[src/rtl/gpio_tclk_pkg.sv]
package gpio_tclk_pkg;
  localparam int unsigned PORT_W   = 8;
  localparam int unsigned BUS_AW   = 8;
  localparam int unsigned DATA_ADR = 3;
  localparam int unsigned DIR_ADR  = 7;
  localparam int unsigned TMRA_BIT = 6;
  localparam int unsigned TMRB_BIT = 4;
  localparam int unsigned SYNC_N   = 2;
endpackage

[src/rtl/gpio_tclk_rst_sync.sv]
module gpio_tclk_rst_sync (
  input  logic clk,
  input  logic rst_n,
  output logic rst_n_sync
);
  logic [1:0] chain_q;
  logic [1:0] chain_d;

  always_comb begin
    chain_d = {chain_q[0], 1'b1};
  end

  always_ff @(posedge clk or negedge rst_n) begin
    if (!rst_n) chain_q <= 2'b00;
    else        chain_q <= chain_d;
  end

  assign rst_n_sync = chain_q[1];
endmodule

[src/rtl/gpio_tclk_in_sync.sv]
module gpio_tclk_in_sync #(
  parameter int unsigned W      = 8,
  parameter int unsigned STAGES = 2
) (
  input  logic         clk,
  input  logic         rst_n,
  input  logic [W-1:0] din,
  output logic [W-1:0] dout
);
  logic [W-1:0] stage_q [STAGES];

  genvar s;
  generate
    for (s = 0; s < STAGES; s++) begin : g_stage
      logic [W-1:0] stage_d;
      if (s == 0) begin : g_first
        always_comb stage_d = din;
      end else begin : g_rest
        always_comb stage_d = stage_q[s-1];
      end
      always_ff @(posedge clk or negedge rst_n) begin
        if (!rst_n) stage_q[s] <= '0;
        else        stage_q[s] <= stage_d;
      end
    end
  endgenerate

  assign dout = stage_q[STAGES-1];

  // Checking aid: counts the edges since reset, so the latency check sees valid history only
  logic [1:0] warm_q;
  always_ff @(posedge clk or negedge rst_n) begin
    if (!rst_n)              warm_q <= 2'd0;
    else if (warm_q != 2'd3) warm_q <= warm_q + 2'd1;
  end

  generate
    if (STAGES == 2) begin : g_chk
      assert_sync_latency_R8: assert property (@(posedge clk) disable iff (!rst_n)
        (warm_q == 2'd3) |-> (dout == $past(din, 2)));
    end
  endgenerate
endmodule

[src/rtl/gpio_tclk_regs.sv]
module gpio_tclk_regs #(
  parameter int unsigned W        = 8,
  parameter int unsigned AW       = 8,
  parameter int unsigned DATA_ADR = 3,
  parameter int unsigned DIR_ADR  = 7
) (
  input  logic          clk,
  input  logic          rst_n,
  input  logic [AW-1:0] addr,
  input  logic          we,
  input  logic [W-1:0]  wdata,
  input  logic [W-1:0]  pin_sync,
  output logic [W-1:0]  rdata,
  output logic [W-1:0]  latch,
  output logic [W-1:0]  dir
);
  localparam logic [AW-1:0] A_DATA = AW'(DATA_ADR);
  localparam logic [AW-1:0] A_DIR  = AW'(DIR_ADR);

  logic         data_en, dir_en;
  logic [W-1:0] data_q, data_d, dir_q, dir_d;

  always_comb begin
    data_en = we && (addr == A_DATA);
    dir_en  = we && (addr == A_DIR);
    data_d  = wdata;
    dir_d   = wdata;
  end

  // Data latches carry no reset
  always_ff @(posedge clk) begin
    if (data_en) data_q <= data_d;
  end

  always_ff @(posedge clk or negedge rst_n) begin
    if (!rst_n)      dir_q <= '0;
    else if (dir_en) dir_q <= dir_d;
  end

  always_comb begin
    if (addr == A_DATA)     rdata = (dir_q & data_q) | (~dir_q & pin_sync);
    else if (addr == A_DIR) rdata = dir_q;
    else                    rdata = '0;
  end

  assign latch = data_q;
  assign dir   = dir_q;

  assert_data_write_R4: assert property (@(posedge clk) disable iff (!rst_n)
    data_en |=> (latch == $past(wdata)));
  assert_dir_write_R9: assert property (@(posedge clk) disable iff (!rst_n)
    dir_en |=> (dir == $past(wdata)));
endmodule

[src/rtl/gpio_tclk_pinmux.sv]
module gpio_tclk_pinmux #(
  parameter int unsigned W    = 8,
  parameter int unsigned A_IX = 6,
  parameter int unsigned B_IX = 4
) (
  input  logic [W-1:0] dir,
  input  logic         sel_a,
  input  logic         sel_b,
  input  logic         pad_a,
  input  logic         pad_b,
  output logic [W-1:0] oe,
  output logic         clk_a,
  output logic         clk_b
);
  genvar i;
  generate
    for (i = 0; i < W; i++) begin : g_pin
      logic claim;
      always_comb begin
        claim = ((i == A_IX) && sel_a) || ((i == B_IX) && sel_b);
        oe[i] = dir[i] && !claim;
      end
    end
  endgenerate

  assign clk_a = sel_a & pad_a;
  assign clk_b = sel_b & pad_b;
endmodule

[src/rtl/gpio_tclk_port.sv]
module gpio_tclk_port
  import gpio_tclk_pkg::*;
(
  input  logic              clk,
  input  logic              rst_n,
  input  logic [BUS_AW-1:0] bus_addr,
  input  logic              bus_we,
  input  logic [PORT_W-1:0] bus_wdata,
  output logic [PORT_W-1:0] bus_rdata,
  input  logic [PORT_W-1:0] pin_in,
  output logic [PORT_W-1:0] pin_out,
  output logic [PORT_W-1:0] pin_oe,
  input  logic              tmra_ext_sel,
  input  logic              tmrb_ext_sel,
  output logic              tmra_clk,
  output logic              tmrb_clk
);
  logic              rst_int_n;
  logic [PORT_W-1:0] pin_sync, latch, dir;

  gpio_tclk_rst_sync u_rst (.clk(clk), .rst_n(rst_n), .rst_n_sync(rst_int_n));

  gpio_tclk_in_sync #(.W(PORT_W), .STAGES(SYNC_N)) u_sync (
    .clk(clk), .rst_n(rst_int_n), .din(pin_in), .dout(pin_sync));

  gpio_tclk_regs #(.W(PORT_W), .AW(BUS_AW), .DATA_ADR(DATA_ADR), .DIR_ADR(DIR_ADR)) u_regs (
    .clk(clk), .rst_n(rst_int_n), .addr(bus_addr), .we(bus_we), .wdata(bus_wdata),
    .pin_sync(pin_sync), .rdata(bus_rdata), .latch(latch), .dir(dir));

  gpio_tclk_pinmux #(.W(PORT_W), .A_IX(TMRA_BIT), .B_IX(TMRB_BIT)) u_mux (
    .dir(dir), .sel_a(tmra_ext_sel), .sel_b(tmrb_ext_sel),
    .pad_a(pin_in[TMRA_BIT]), .pad_b(pin_in[TMRB_BIT]),
    .oe(pin_oe), .clk_a(tmra_clk), .clk_b(tmrb_clk));

  assign pin_out = latch;

  assert_claim_a_off_R5: assert property (@(posedge clk) disable iff (!rst_int_n)
    tmra_ext_sel |-> !pin_oe[TMRA_BIT]);
  assert_claim_b_off_R6: assert property (@(posedge clk) disable iff (!rst_int_n)
    tmrb_ext_sel |-> !pin_oe[TMRB_BIT]);
  assert_read_latch_R7: assert property (@(posedge clk) disable iff (!rst_int_n)
    (bus_addr == BUS_AW'(DATA_ADR)) |-> (((bus_rdata ^ pin_out) & dir) == '0));
  assert_unmapped_zero_R1: assert property (@(posedge clk) disable iff (!rst_int_n)
    ((bus_addr != BUS_AW'(DATA_ADR)) && (bus_addr != BUS_AW'(DIR_ADR))) |-> (bus_rdata == '0));
  assert_reset_dir_R2: assert property (@(posedge clk)
    $rose(rst_int_n) |-> (pin_oe == '0));
endmodule

[config.mk]
export PLATFORM = sky130hd
export DESIGN_NAME = gpio_tclk_port
export DESIGN_NICKNAME = d
export VERILOG_FILES = /design/src/rtl/gpio_tclk_pkg.sv /design/src/rtl/gpio_tclk_rst_sync.sv /design/src/rtl/gpio_tclk_in_sync.sv /design/src/rtl/gpio_tclk_regs.sv /design/src/rtl/gpio_tclk_pinmux.sv /design/src/rtl/gpio_tclk_port.sv
export SDC_FILE = /design/constraint.sdc
export NUM_CORES = 1
export LEC_CHECK = 0
export BUFFER_PORTS_ARGS = -buffer_cell sky130_fd_sc_hd__buf_2
export CORE_ASPECT_RATIO = 1.2
export CORE_MARGIN = 4
export CORE_UTILIZATION = 46
export CTS_CLUSTER_SIZE = 10
export DETAILED_ROUTE_END_ITERATION = 10
export GPL_TIMING_DRIVEN = 0
export PLACE_DENSITY_LB_ADDON = 0.12
export SETUP_SLACK_MARGIN = 0.1
export SYNTH_ARGS = -nofsm -noshare
export SYNTH_HDL_FRONTEND = slang
export SYNTH_HIERARCHICAL = 1
export SYNTH_SLANG_ARGS = --single-unit
[constraint.sdc]
create_clock -name clk -period 1.44 [get_ports clk]
set_clock_uncertainty 0.15 [all_clocks]
set_input_delay 0.072 -clock clk [delete_from_list [all_inputs] [get_ports clk]]
set_output_delay 0.072 -clock clk [all_outputs]
set_load 0.005 [all_outputs]
==> impl_results.md, run 1 <==
* Outcome: complete, but fails checks
* Failing checks: setup timing
* Power Total at 1.72 mW
* Yosys warns at 6
* Max-cap violations at 0
* Clock transition at the registers of the reported paths at 0.09 ns
* Placeable Area at 2580 um2
* Area Growth Syn to Fin at 56.9%
* Final period util at 111%
* Fraction of layout cells with a size suffix above 1 at 57.1%
* Sequential-to-total area share from yosys stat at 70.4%
* # fillers at 171
* Vias/cell at 4.79
* Rows at 20
* Cts bufs inserted at 5
* Vias in the first global route at 1004
* WP data required at 1.22 ns
* Mean Syn Cell Area at 14.7 um2
* Post-DR wirelength/cell at 14.1 um
* Power per standard cell area at 865 nW/um2
* Synth Instances at 86
* Crit path max-delay family: flip-flops
* RSZ-0062 raised after global routing: true
* Buf/Inv on CP at 1
* Final nets at 203
* First-pass GRT wire length at 4.69 mm
* Port Buffers at 54
* Post-DP HPWL at 1.84 mm
* Min-delay worst type: input port to register
* Setup crit end kind: output port
* Routability cong. at 0.788
* Final Hold Violating Endpoints at 0
* Max frequency at 623 MHz
* Max H-tree Level at 2
* Worst path slowest cell: dfrtp_1
* Max rail drop VDD at 0.692 mV
* Post-synth top area share at 51.4%
* Area taken by multi-input logic gates at 383 um2
* Mapped Area at 1260 um2
* Tmin final at 1.60 ns
* Worst-Margin Slew at 0.947 ns
* Final instance area at 1980 um2
* Synth Register Bits at 34
* N_diodes at 0
* Final Util at 77.0%
* Slew margin rel. at 36.8%
* Final setup viols at 7
* Sequential cell area at 891 um2
* Worst Path Arrival at 1.38 ns
* PnR worst setup slack at -0.165 ns
* Num ports at 55
* # clock sinks at 34
* Drt drc at 0
* CP Launch Type: register
* Starting density of the core at 49.1%
* Die extent in y at 65.4 um
* Min Hold Slack at 0.152 ns
* Routed WL at 2.94 mm
* Commonest cells after routing, fill and taps aside: buf_2 (51), dfrtp_1 (26), dlygate4sd3_1 (18), buf_6 (10), buf_4 (9)
* All-Layer GR Usage at 17.3%
* Die ar. at 3660 um2
* Post-synth top area cell: dfrtp_1
* Detail Route Antenna Nets at 0
* Drt initial violations at 37
* Clk buf depth at 2
* Synth Net Count at 115
* Worst skew pair latency at 0.32 ns
* Largest net degree at the start of global routing at 25
* Drt first pass iters at 3
* Worst path cell trace: or3b_4 > a21oi_2 > buf_2
* CTS root buffer: clkbuf_4
* CP peak stage delay at 0.41 ns
* Setup CP Type: register to output port
* Die W at 55.9 um
* Commonest non-fill, non-tap cell in the layout: buf_2
* Slew Viols, Final at 0
* Grt ovf at 0
* CP Max Fanout at 2
* TritonCTS clock tree: built
* Post-DP Area at 1600 um2
* Leakage at 0.955 nW
* Netlist cell types at 19
* Initial antenna violation count at 0
* Vias at 997
* Synth area leaders: dfrtp_1 (51%), edfxtp_1 (19%), mux2_2 (7.1%)
## cells in the mapped netlist
| library cell | n |
|---|---|
| nand2_1 | 1 |
| and2b_2 | 1 |
| edfxtp_1 | 8 |
| mux2_2 | 8 |
| dfrtp_1 | 26 |
| and4_1 | 1 |
| and2_2 | 1 |
| conb_1 | 1 |
| nor2_1 | 2 |
| buf_4 | 7 |
| or3b_2 | 7 |
| nor2b_1 | 1 |
| nor4b_2 | 1 |
| nand3_1 | 1 |
| a21oi_1 | 8 |
| nor3b_1 | 1 |
| and2_1 | 2 |
| clkbuf_1 | 1 |
| o21ai_0 | 8 |
## cells by family after synthesis
family / synth area share, %
flip-flops: 70.4
AND/OR/NAND/NOR: 11.4
buffers and inverters: 4.45
multiplexers: 7.12
other: 0.296
AO/OA/AOI/OAI: 6.33
## area by class of cell
type	count	share of cell area, %
Multi-Input combinational cell	44	19.3
Tap cell	33	2.08
Clock buffer	6	2.08
Clock inverter	2	0.441
Buffer	8	3.40
Sequential cell	34	44.9
Timing Repair Buffer	81	27.8
## state kept, by name (all words and copies together) (netlist names)
name,flops
u_sync/dout,8
u_sync/g_stage.stage_d,8
u_rst/chain_q,2
u_regs/latch,8
u_regs/dir,8
## path summary, 6_finish.rpt
check / start / end / slack, ns / cells past startpoint
hold / removal: bus_we / u_regs/latch[0]$_DFFE_PP_ / 0.15 / 3
hold reg to reg: u_sync/g_stage[1].stage_d[4]$_DFF_PN0_ / u_sync/dout[4]$_DFF_PN0_ / 0.20 / 0
max in group asynchronous: u_rst/chain_q[1]$_DFF_PN0_ / u_sync/dout[4]$_DFF_PN0_ / 0.32 / 0
setup reg to reg: u_rst/chain_q[1]$_DFF_PN0_ / u_sync/dout[4]$_DFF_PN0_ / 0.32 / 0
min in group asynchronous: u_rst/chain_q[1]$_DFF_PN0_ / u_regs/dir[5]$_DFFE_PN0P_ / 0.24 / 0
setup / recovery: u_regs/dir[0]$_DFFE_PN0P_ / bus_rdata[0] / -0.16 / 3
## routing by layer
layer	track usage (%)	share of wire [%]	vias up	wire length, um
met5	0	0	-	0
met4	6.23	0.99	0	29
met1	18.4	38	474	1120
met3	7.27	7.9	2	233
li1	-	-	479	-
met2	30.6	53	42	1560
## through the flow
| step | setup WS, ns | setup TNS, ns | instances |
|---|---|---|---|
| after floorplan | 0.0442 | 0 | 86 |
| after detailed placement | -0.344 | -3.29 | 173 |
| after global placement | -0.364 | -3.34 | 173 |
| final | -0.165 | -0.932 | 208 |
| after global routing | -0.227 | -1.43 | 208 |
| after CTS | -0.160 | -0.940 | 208 |
## power breakdown
part | switching [mW] | total (mW) | leakage, nW | internal, mW
logic | 0.0673 | 0.202 | 0.533 | 0.135
clock network | 0.286 | 0.469 | 0.0297 | 0.183
registers | 0.0250 | 1.05 | 0.392 | 1.02
## timing repair
item,4_1_cts,5_1_grt
hold endpoints to repair,26,0
cloned,0,0
buffers inserted,9,1
resized for setup,10,15
hold buffers,18,0
setup endpoints to repair,16,24
pin swaps,9,0
Power figures use the tool's default switching activity.
==> inputs of run 2 (changes only) <==
Settings changed: RECOVER_POWER set to 50.
==> impl_results.md, run 2 (synthesized netlist as in run 1, its figures left out) <==
* Routability cong. at 0.788 (unchanged)
* Flop2flop setup slack at 0.32 ns (about the same)
* Die ar. at 3660 um2 (unchanged)
* Worst path slowest cell: dfrtp_1 (unchanged)
* Drt drc at 0 (unchanged)
* Drt first pass iters at 4 (was 3)
* Largest net degree at the start of global routing at 25 (unchanged)
* Crit path max-delay family: flip-flops (unchanged)
* Worst skew pair latency at 0.32 ns (about the same)
* Placeable Area at 2580 um2 (unchanged)
* Placed cells at 173 (unchanged)
* Clk buf depth at 2 (unchanged)
* CP Launch Type: register (unchanged)
* First-pass GRT wire length at 4.69 mm (unchanged)
* Die W at 55.9 um (unchanged)
* Failing checks: setup timing (unchanged)
* Vias at 991 (was 997)
* Clock transition at the registers of the reported paths at 0.09 ns (about the same)
* Port Buffers at 54 (unchanged)
* Worst-Margin Slew at 0.947 ns (about the same)
* Final instance area at 1970 um2 (was 1980 um2)
* Min Hold Slack at 0.150 ns (was 0.152 ns)
* Setup crit end kind: output port (unchanged)
* Post-DP Area at 1600 um2 (unchanged)
* CTS root buffer: clkbuf_4 (unchanged)
* Fin Setup TNS at -0.934 ns (was -0.932 ns)
* All-Layer GR Usage at 17.3% (unchanged)
* CP peak stage delay at 0.41 ns (about the same)
* Max frequency at 623 MHz (about the same)
* Buf/Inv on CP at 1 (unchanged)
* Fraction of layout cells with a size suffix above 1 at 52.6% (was 57.1%)
* Worst Path Arrival at 1.38 ns (about the same)
* Sequential cell area at 891 um2 (unchanged)
* # fillers at 178 (was 171)
* N_diodes at 0 (unchanged)
* Slew Viols, Final at 0 (unchanged)
* Final Util at 76.6% (was 77.0%)
* Commonest non-fill, non-tap cell in the layout: buf_2 (unchanged)
* Area taken by multi-input logic gates at 383 um2 (unchanged)
* Detail Route Antenna Nets at 0 (unchanged)
* Max H-tree Level at 2 (unchanged)
* Drt initial violations at 37 (unchanged)
* Max rail drop VDD at 0.692 mV (about the same)
* PnR worst setup slack at -0.165 ns (about the same)
* Met2 usage at 30.6% (unchanged)
* Min-delay worst type: input port to register (unchanged)
* Rows at 20 (unchanged)
* Routed WL at 2.93 mm (was 2.94 mm)
* Commonest cells after routing, fill and taps aside: buf_2 (42), dfrtp_1 (26), dlygate4sd3_1 (18), clkbuf_1 (10), buf_6 (10) (was buf_2 (51), dfrtp_1 (26), dlygate4sd3_1 (18), buf_6 (10), buf_4 (9))
* Dpl ws at -0.344 ns (unchanged)
* Outcome: complete, but fails checks (unchanged)
* Post-DP HPWL at 1.84 mm (unchanged)
* Worst path cell trace: or3b_4 > a21oi_2 > buf_2 (unchanged)
* Vias/cell at 4.76 (was 4.79)
* GRT Max-Usage Layer: met2 (unchanged)
* Max-cap violations at 0 (unchanged)
* TritonCTS clock tree: built (unchanged)
* Vias in the first global route at 1004 (unchanged)
* RSZ-0062 raised after global routing: true (unchanged)
* Post-DR wirelength/cell at 14.1 um (about the same)
* Cts bufs inserted at 5 (unchanged)
* Final Hold Violating Endpoints at 0 (unchanged)
* Final setup viols at 7 (unchanged)
* Final period util at 111% (about the same)
* WP data required at 1.22 ns (about the same)
* Final nets at 203 (unchanged)
* Met3 Use GR at 7.27% (unchanged)
* Setup CP Type: register to output port (unchanged)
* Slew margin rel. at 36.9% (was 36.8%)
* Power Total at 1.72 mW (about the same)
* Met1 Use GR at 18.4% (unchanged)
* Power per standard cell area at 869 nW/um2 (was 865 nW/um2)
* Initial antenna violation count at 0 (unchanged)
* Area Growth Syn to Fin at 56.1% (was 56.9%)
* Tmin final at 1.60 ns (about the same)
* Num ports at 55 (unchanged)
* Leakage at 0.932 nW (was 0.955 nW)
* Starting density of the core at 49.1% (unchanged)
* CP Max Fanout at 2 (unchanged)
* # clock sinks at 34 (unchanged)
* Final cell count without fillers at 208 (unchanged)
* Grt ovf at 0 (unchanged)
* Die extent in y at 65.4 um (unchanged)
[run 2: changes by cell type in the layout (fill, tap and decap cells not counted)]
cell / previous run / this run
clkbuf_1: 2 / 10
and2_0: 0 / 1
and2_1: 2 / 1
clkbuf_2: 0 / 1
buf_2: 51 / 42
[run 2: routing by layer]
metal | vias up | part of all wire, %
li1 | 478 | -
met5 | - | 0
met3 | 2 | 8.0
met1 | 469 | 38
met2 | 42 | 53
met4 | 0 | 0.99
[run 2: where the power goes]
part	switching, mW	total, mW	internal [mW]	leakage [nW]
registers	0.0250	1.05	1.02	0.392
clock network	0.286	0.469	0.183	0.0297
logic	0.0674	0.200	0.133	0.511
[run 2: worst paths after layout]
| check | startpoint | to | depth (start not counted) |
|---|---|---|---|
| max in group asynchronous | u_rst/chain_q[1]$_DFF_PN0_ | u_sync/dout[4]$_DFF_PN0_ | 0 |
| worst max-delay path | u_regs/dir[0]$_DFFE_PN0P_ | bus_rdata[0] | 3 |
| worst min register to register | u_sync/g_stage[1].stage_d[4]$_DFF_PN0_ | u_sync/dout[4]$_DFF_PN0_ | 0 |
| min in group asynchronous | u_rst/chain_q[1]$_DFF_PN0_ | u_regs/dir[5]$_DFFE_PN0P_ | 0 |
| worst max register to register | u_rst/chain_q[1]$_DFF_PN0_ | u_sync/dout[4]$_DFF_PN0_ | 0 |
| worst min-delay path | bus_we | u_regs/latch[0]$_DFFE_PP_ | 3 |
[run 2: repair_timing]
item                       in CTS  in global routing
setup endpoints to repair      16                 24
pin swaps                       9                  0
buffers inserted                9                  1
hold buffers                   18                  0
resized for setup              10                 15
hold endpoints to repair       26                  0
[run 2: cell type report]
class / instances / share of cell area, %
flip-flops and latches: 34 / 45.1
well taps: 33 / 2.09
clock buffers: 6 / 2.09
multi-input cells: 44 / 19.4
clock inverters: 2 / 0.444
plain buffers: 8 / 3.42
repair buffers: 81 / 27.4
==> inputs of run 3 (changes only) <==
Settings changed: BUFFER_PORTS_ARGS -buffer_cell sky130_fd_sc_hd__buf_2 to -buffer_cell sky130_fd_sc_hd__buf_4, CORE_UTILIZATION 46 to 35, SYNTH_HIERARCHICAL 1 to unset.
==> impl_results.md, run 3 <==
* Min-Delay Path Depth at 0 (was 3)
* CTS root buffer: clkbuf_8 (was clkbuf_4)
* Async S/R FF share, synth at 76.5% (unchanged)
* Final cell count without fillers at 215 (was 208)
* Die W at 63.5 um (was 55.9 um)
* PnR worst setup slack at -0.0583 ns (was -0.165 ns)
* Yosys warns at 0 (was 6)
* Mean Syn Cell Area at 15.2 um2 (was 14.7 um2)
* Hold Path Origin: u_sync.g_stage[1].stage_d[4]$_DFF_PN0_ (was bus_we)
* Main synth FF type: dfrtp_1 (unchanged)
* Synth Net Count at 114 (was 115)
* Detail Route Antenna Nets at 0 (unchanged)
* Max-cap violations at 0 (unchanged)
* Vias at 982 (was 991)
* Power Total at 1.91 mW (was 1.72 mW)
* Most numerous cell in the Yosys netlist: dfrtp_1 (unchanged)
* Area taken by multi-input logic gates at 404 um2 (was 383 um2)
* Area Growth Syn to Fin at 67.9% (was 56.1%)
* Wire length on met3 at 190 um (was 234 um)
* Synth cell count leaders: dfrtp_1 (26), a21oi_1 (8), edfxtp_1 (8), mux2_4 (8), o21ai_0 (8) (was dfrtp_1 (26), a21oi_1 (8), edfxtp_1 (8), mux2_2 (8), o21ai_0 (8))
* Switching Share at 20.4% (was 22.1%)
* Final nets at 206 (was 203)
* Fraction of layout cells with a size suffix above 1 at 60.1% (was 52.6%)
* Post-DR wirelength/cell at 14.5 um (was 14.1 um)
* Synth Register Bits at 34 (unchanged)
* WP data required at 1.22 ns (about the same)
* Max rail drop VDD at 0.607 mV (was 0.692 mV)
* Final setup viols at 7 (unchanged)
* Clk network pwr share at 33.6% (was 27.3%)
* Setup CP Type: register to output port (unchanged)
* WL met2 at 1.60 mm (was 1.55 mm)
* Post-synth EDFFs at 8 (unchanged)
* Vias in the first global route at 1039 (was 1004)
* Die ar. at 4730 um2 (was 3660 um2)
* Max H-tree Level at 2 (unchanged)
* Placed cells at 176 (was 173)
* Drt first pass iters at 4 (unchanged)
* Mapped Area at 1290 um2 (was 1260 um2)
* Post-synth top area share at 50.3% (was 51.4%)
* Cts bufs inserted at 5 (unchanged)
* N_diodes at 0 (unchanged)
* Slew Viols, Final at 0 (unchanged)
* Rows at 23 (was 20)
* Min-delay worst type: register to register (was input port to register)
* Worst r2r src: u_rst.chain_q[1]$_DFF_PN0_ (was u_rst/chain_q[1]$_DFF_PN0_)
* Leakage at 1.01 nW (was 0.932 nW)
* Final Hold Violating Endpoints at 0 (unchanged)
* CP Launch Type: register (unchanged)
* First-pass GRT wire length at 5.06 mm (was 4.69 mm)
* Placeable Area at 3450 um2 (was 2580 um2)
* Routability cong. at 0.658 (was 0.788)
* Internal power at 1.52 mW (was 1.34 mW)
* # fillers at 284 (was 178)
* Clk buf depth at 2 (unchanged)
* Netlist cell types at 18 (was 19)
* Worst skew pair latency at 0.27 ns (was 0.32 ns)
* Part of the power in registers at 54.8% (was 61.0%)
* Final period util at 104% (was 111%)
* Net Switching at 0.389 mW (was 0.378 mW)
* Tmin final at 1.50 ns (was 1.60 ns)
* Slew margin rel. at 35.8% (was 36.9%)
* Max frequency at 667 MHz (was 623 MHz)
* Synth Instances at 85 (was 86)
* Sequential-to-total area share from yosys stat at 68.9% (was 70.4%)
* Worst-Margin Slew at 0.963 ns (was 0.947 ns)
* DRT met1 WL at 1.29 mm (was 1.12 mm)
* Power per standard cell area at 881 nW/um2 (was 869 nW/um2)
* Num ports at 55 (unchanged)
* Worst Hold End: u_sync.dout[4]$_DFF_PN0_ (was u_regs/latch[0]$_DFFE_PP_)
* CP Max Fanout at 2 (unchanged)
* Grt ovf at 0 (unchanged)
* Post-synth top area cell: dfrtp_1 (unchanged)
* Die extent in y at 74.6 um (was 65.4 um)
* Port Buffers at 54 (unchanged)
* Drt initial violations at 10 (was 37)
* Failing checks: setup timing (unchanged)
* Drt drc at 0 (unchanged)
* TritonCTS clock tree: built (unchanged)
* R2R Path End: u_sync.g_stage[1].stage_d[3]$_DFF_PN0_ (was u_sync/dout[4]$_DFF_PN0_)
* Sequential cell area at 891 um2 (unchanged)
* Outcome: complete, but fails checks (unchanged)
* Vias/cell at 4.57 (was 4.76)
* Fin Setup TNS at -0.296 ns (was -0.934 ns)
* Routed WL at 3.11 mm (was 2.93 mm)
* Worst Path Arrival at 1.28 ns (was 1.38 ns)
* Worst Reg-to-Reg Cells at 0 (unchanged)
* Top sig layer: met4 (unchanged)
* RSZ-0062 raised after global routing: true (unchanged)
* # clock sinks at 34 (unchanged)
* Starting density of the core at 37.4% (was 49.1%)
* Commonest non-fill, non-tap cell in the layout: buf_4 (was buf_2)
* Commonest cells after routing, fill and taps aside: buf_4 (57), dfrtp_1 (26), dlygate4sd3_1 (18), clkbuf_4 (16) (was buf_2 (42), dfrtp_1 (26), dlygate4sd3_1 (18), clkbuf_1 (10), buf_6 (10))
* Clock transition at the registers of the reported paths at 0.06 ns (was 0.09 ns)
* Logic pwr share at 11.6% (was 11.7%)
* Synth area leaders: dfrtp_1 (50%), edfxtp_1 (19%), mux2_4 (9.3%) (was dfrtp_1 (51%), edfxtp_1 (19%), mux2_2 (7.1%))
* Setup crit end kind: output port (unchanged)
* Flop2flop setup slack at 0.30 ns (was 0.32 ns)
* Largest net degree at the start of global routing at 25 (unchanged)
* All-Layer GR Usage at 14.2% (was 17.3%)
* Initial antenna violation count at 0 (unchanged)
run 3: cell types whose count changed in the layout (fill, tap and decap cells not counted), moves of 4 or more:
cell | before | now
mux2_4 | 0 | 8
buf_4 | 9 | 57
buf_6 | 10 | 0
clkbuf_8 | 0 | 5
clkbuf_1 | 10 | 3
a21oi_2 | 4 | 8
a21oi_1 | 4 | 0
buf_2 | 42 | 0
mux2_2 | 8 | 0
clkbuf_4 | 5 | 16
run 3: cells by family (layout without fill, tap and decap cells):
kind of cell | Yosys count | in the layout | synth area share (%)
other | 1 | 1 | 0.290
DFF | 34 | 34 | 68.9
muxes | 8 | 8 | 9.29
buffers and inverters | 8 | 101 | 4.94
and+or+nand+nor | 18 | 18 | 10.4
AOI/OAI and AO/OA | 16 | 16 | 6.20
run 3: final cells by class:
| class | count | share of cell area (%) |
|---|---|---|
| buffer | 8 | 3.00 |
| clock buffer | 8 | 3.69 |
| multi-input combinational | 43 | 18.6 |
| sequential | 34 | 41.1 |
| tap | 37 | 2.13 |
| timing repair buffer | 85 | 31.5 |
run 3: metrics by stage:
step	util, %	setup WS [ns]	area, um2	hold slack [ns]
2_1_floorplan	-	0.108	1310	-0.374
3_3_place_gp	50.9	-0.297	1760	-0.296
3_5_place_dp	50.9	-0.340	1760	-0.293
4_1_cts	62.4	-0.0765	2150	0.184
5_1_grt	62.8	-0.120	2170	0.204
6_report	62.8	-0.0583	2170	0.196
run 3: layer usage:
layer,global-route usage [%],up-vias
met5,0,-
met4,5.76,0
met3,4.38,5
met2,24.2,38
met1,16.9,464
li1,-,475
run 3: how the worst max path moves through the flow:
stage | start | to | slack [ns]
floorplan | bus_addr[3] | u_regs.latch[0]$_DFFE_PP_ | 0.11
global placement | bus_addr[3] | u_regs.latch[2]$_DFFE_PP_ | -0.30
detailed placement | bus_addr[3] | u_regs.latch[7]$_DFFE_PP_ | -0.34
CTS | u_regs.dir[6]$_DFFE_PN0P_ | bus_rdata[6] | -0.08
global route | u_regs.dir[0]$_DFFE_PN0P_ | bus_rdata[0] | -0.12
finish | u_regs.dir[6]$_DFFE_PN0P_ | bus_rdata[6] | -0.06
run 3: worst max-delay path, cell delays in order (launching register included):
cell	delay (ns)
dfrtp_1	0.39
or3b_4	0.38
a21oi_2	0.12
buf_4	0.12
run 3: power groups by stage:
stage | sequential [mW] | combinational (mW) | clock, mW
4_1_cts | 1.05 | 0.224 | 0.669
3_3_place_gp | 1.07 | 0.147 | 0
3_5_place_dp | 1.07 | 0.151 | 0
5_1_grt | 1.05 | 0.241 | 0.716
2_1_floorplan | 1.06 | 0.0580 | 0
6_report | 1.05 | 0.222 | 0.643
run 3: what timing repair did:
item,in CTS,in global routing
endpoints found under the hold margin,26,0
gates cloned,0,0
endpoints found under the setup margin,16,40
hold buffers,18,0
resized for setup,15,3
pin swaps,9,0
buffers inserted,12,1
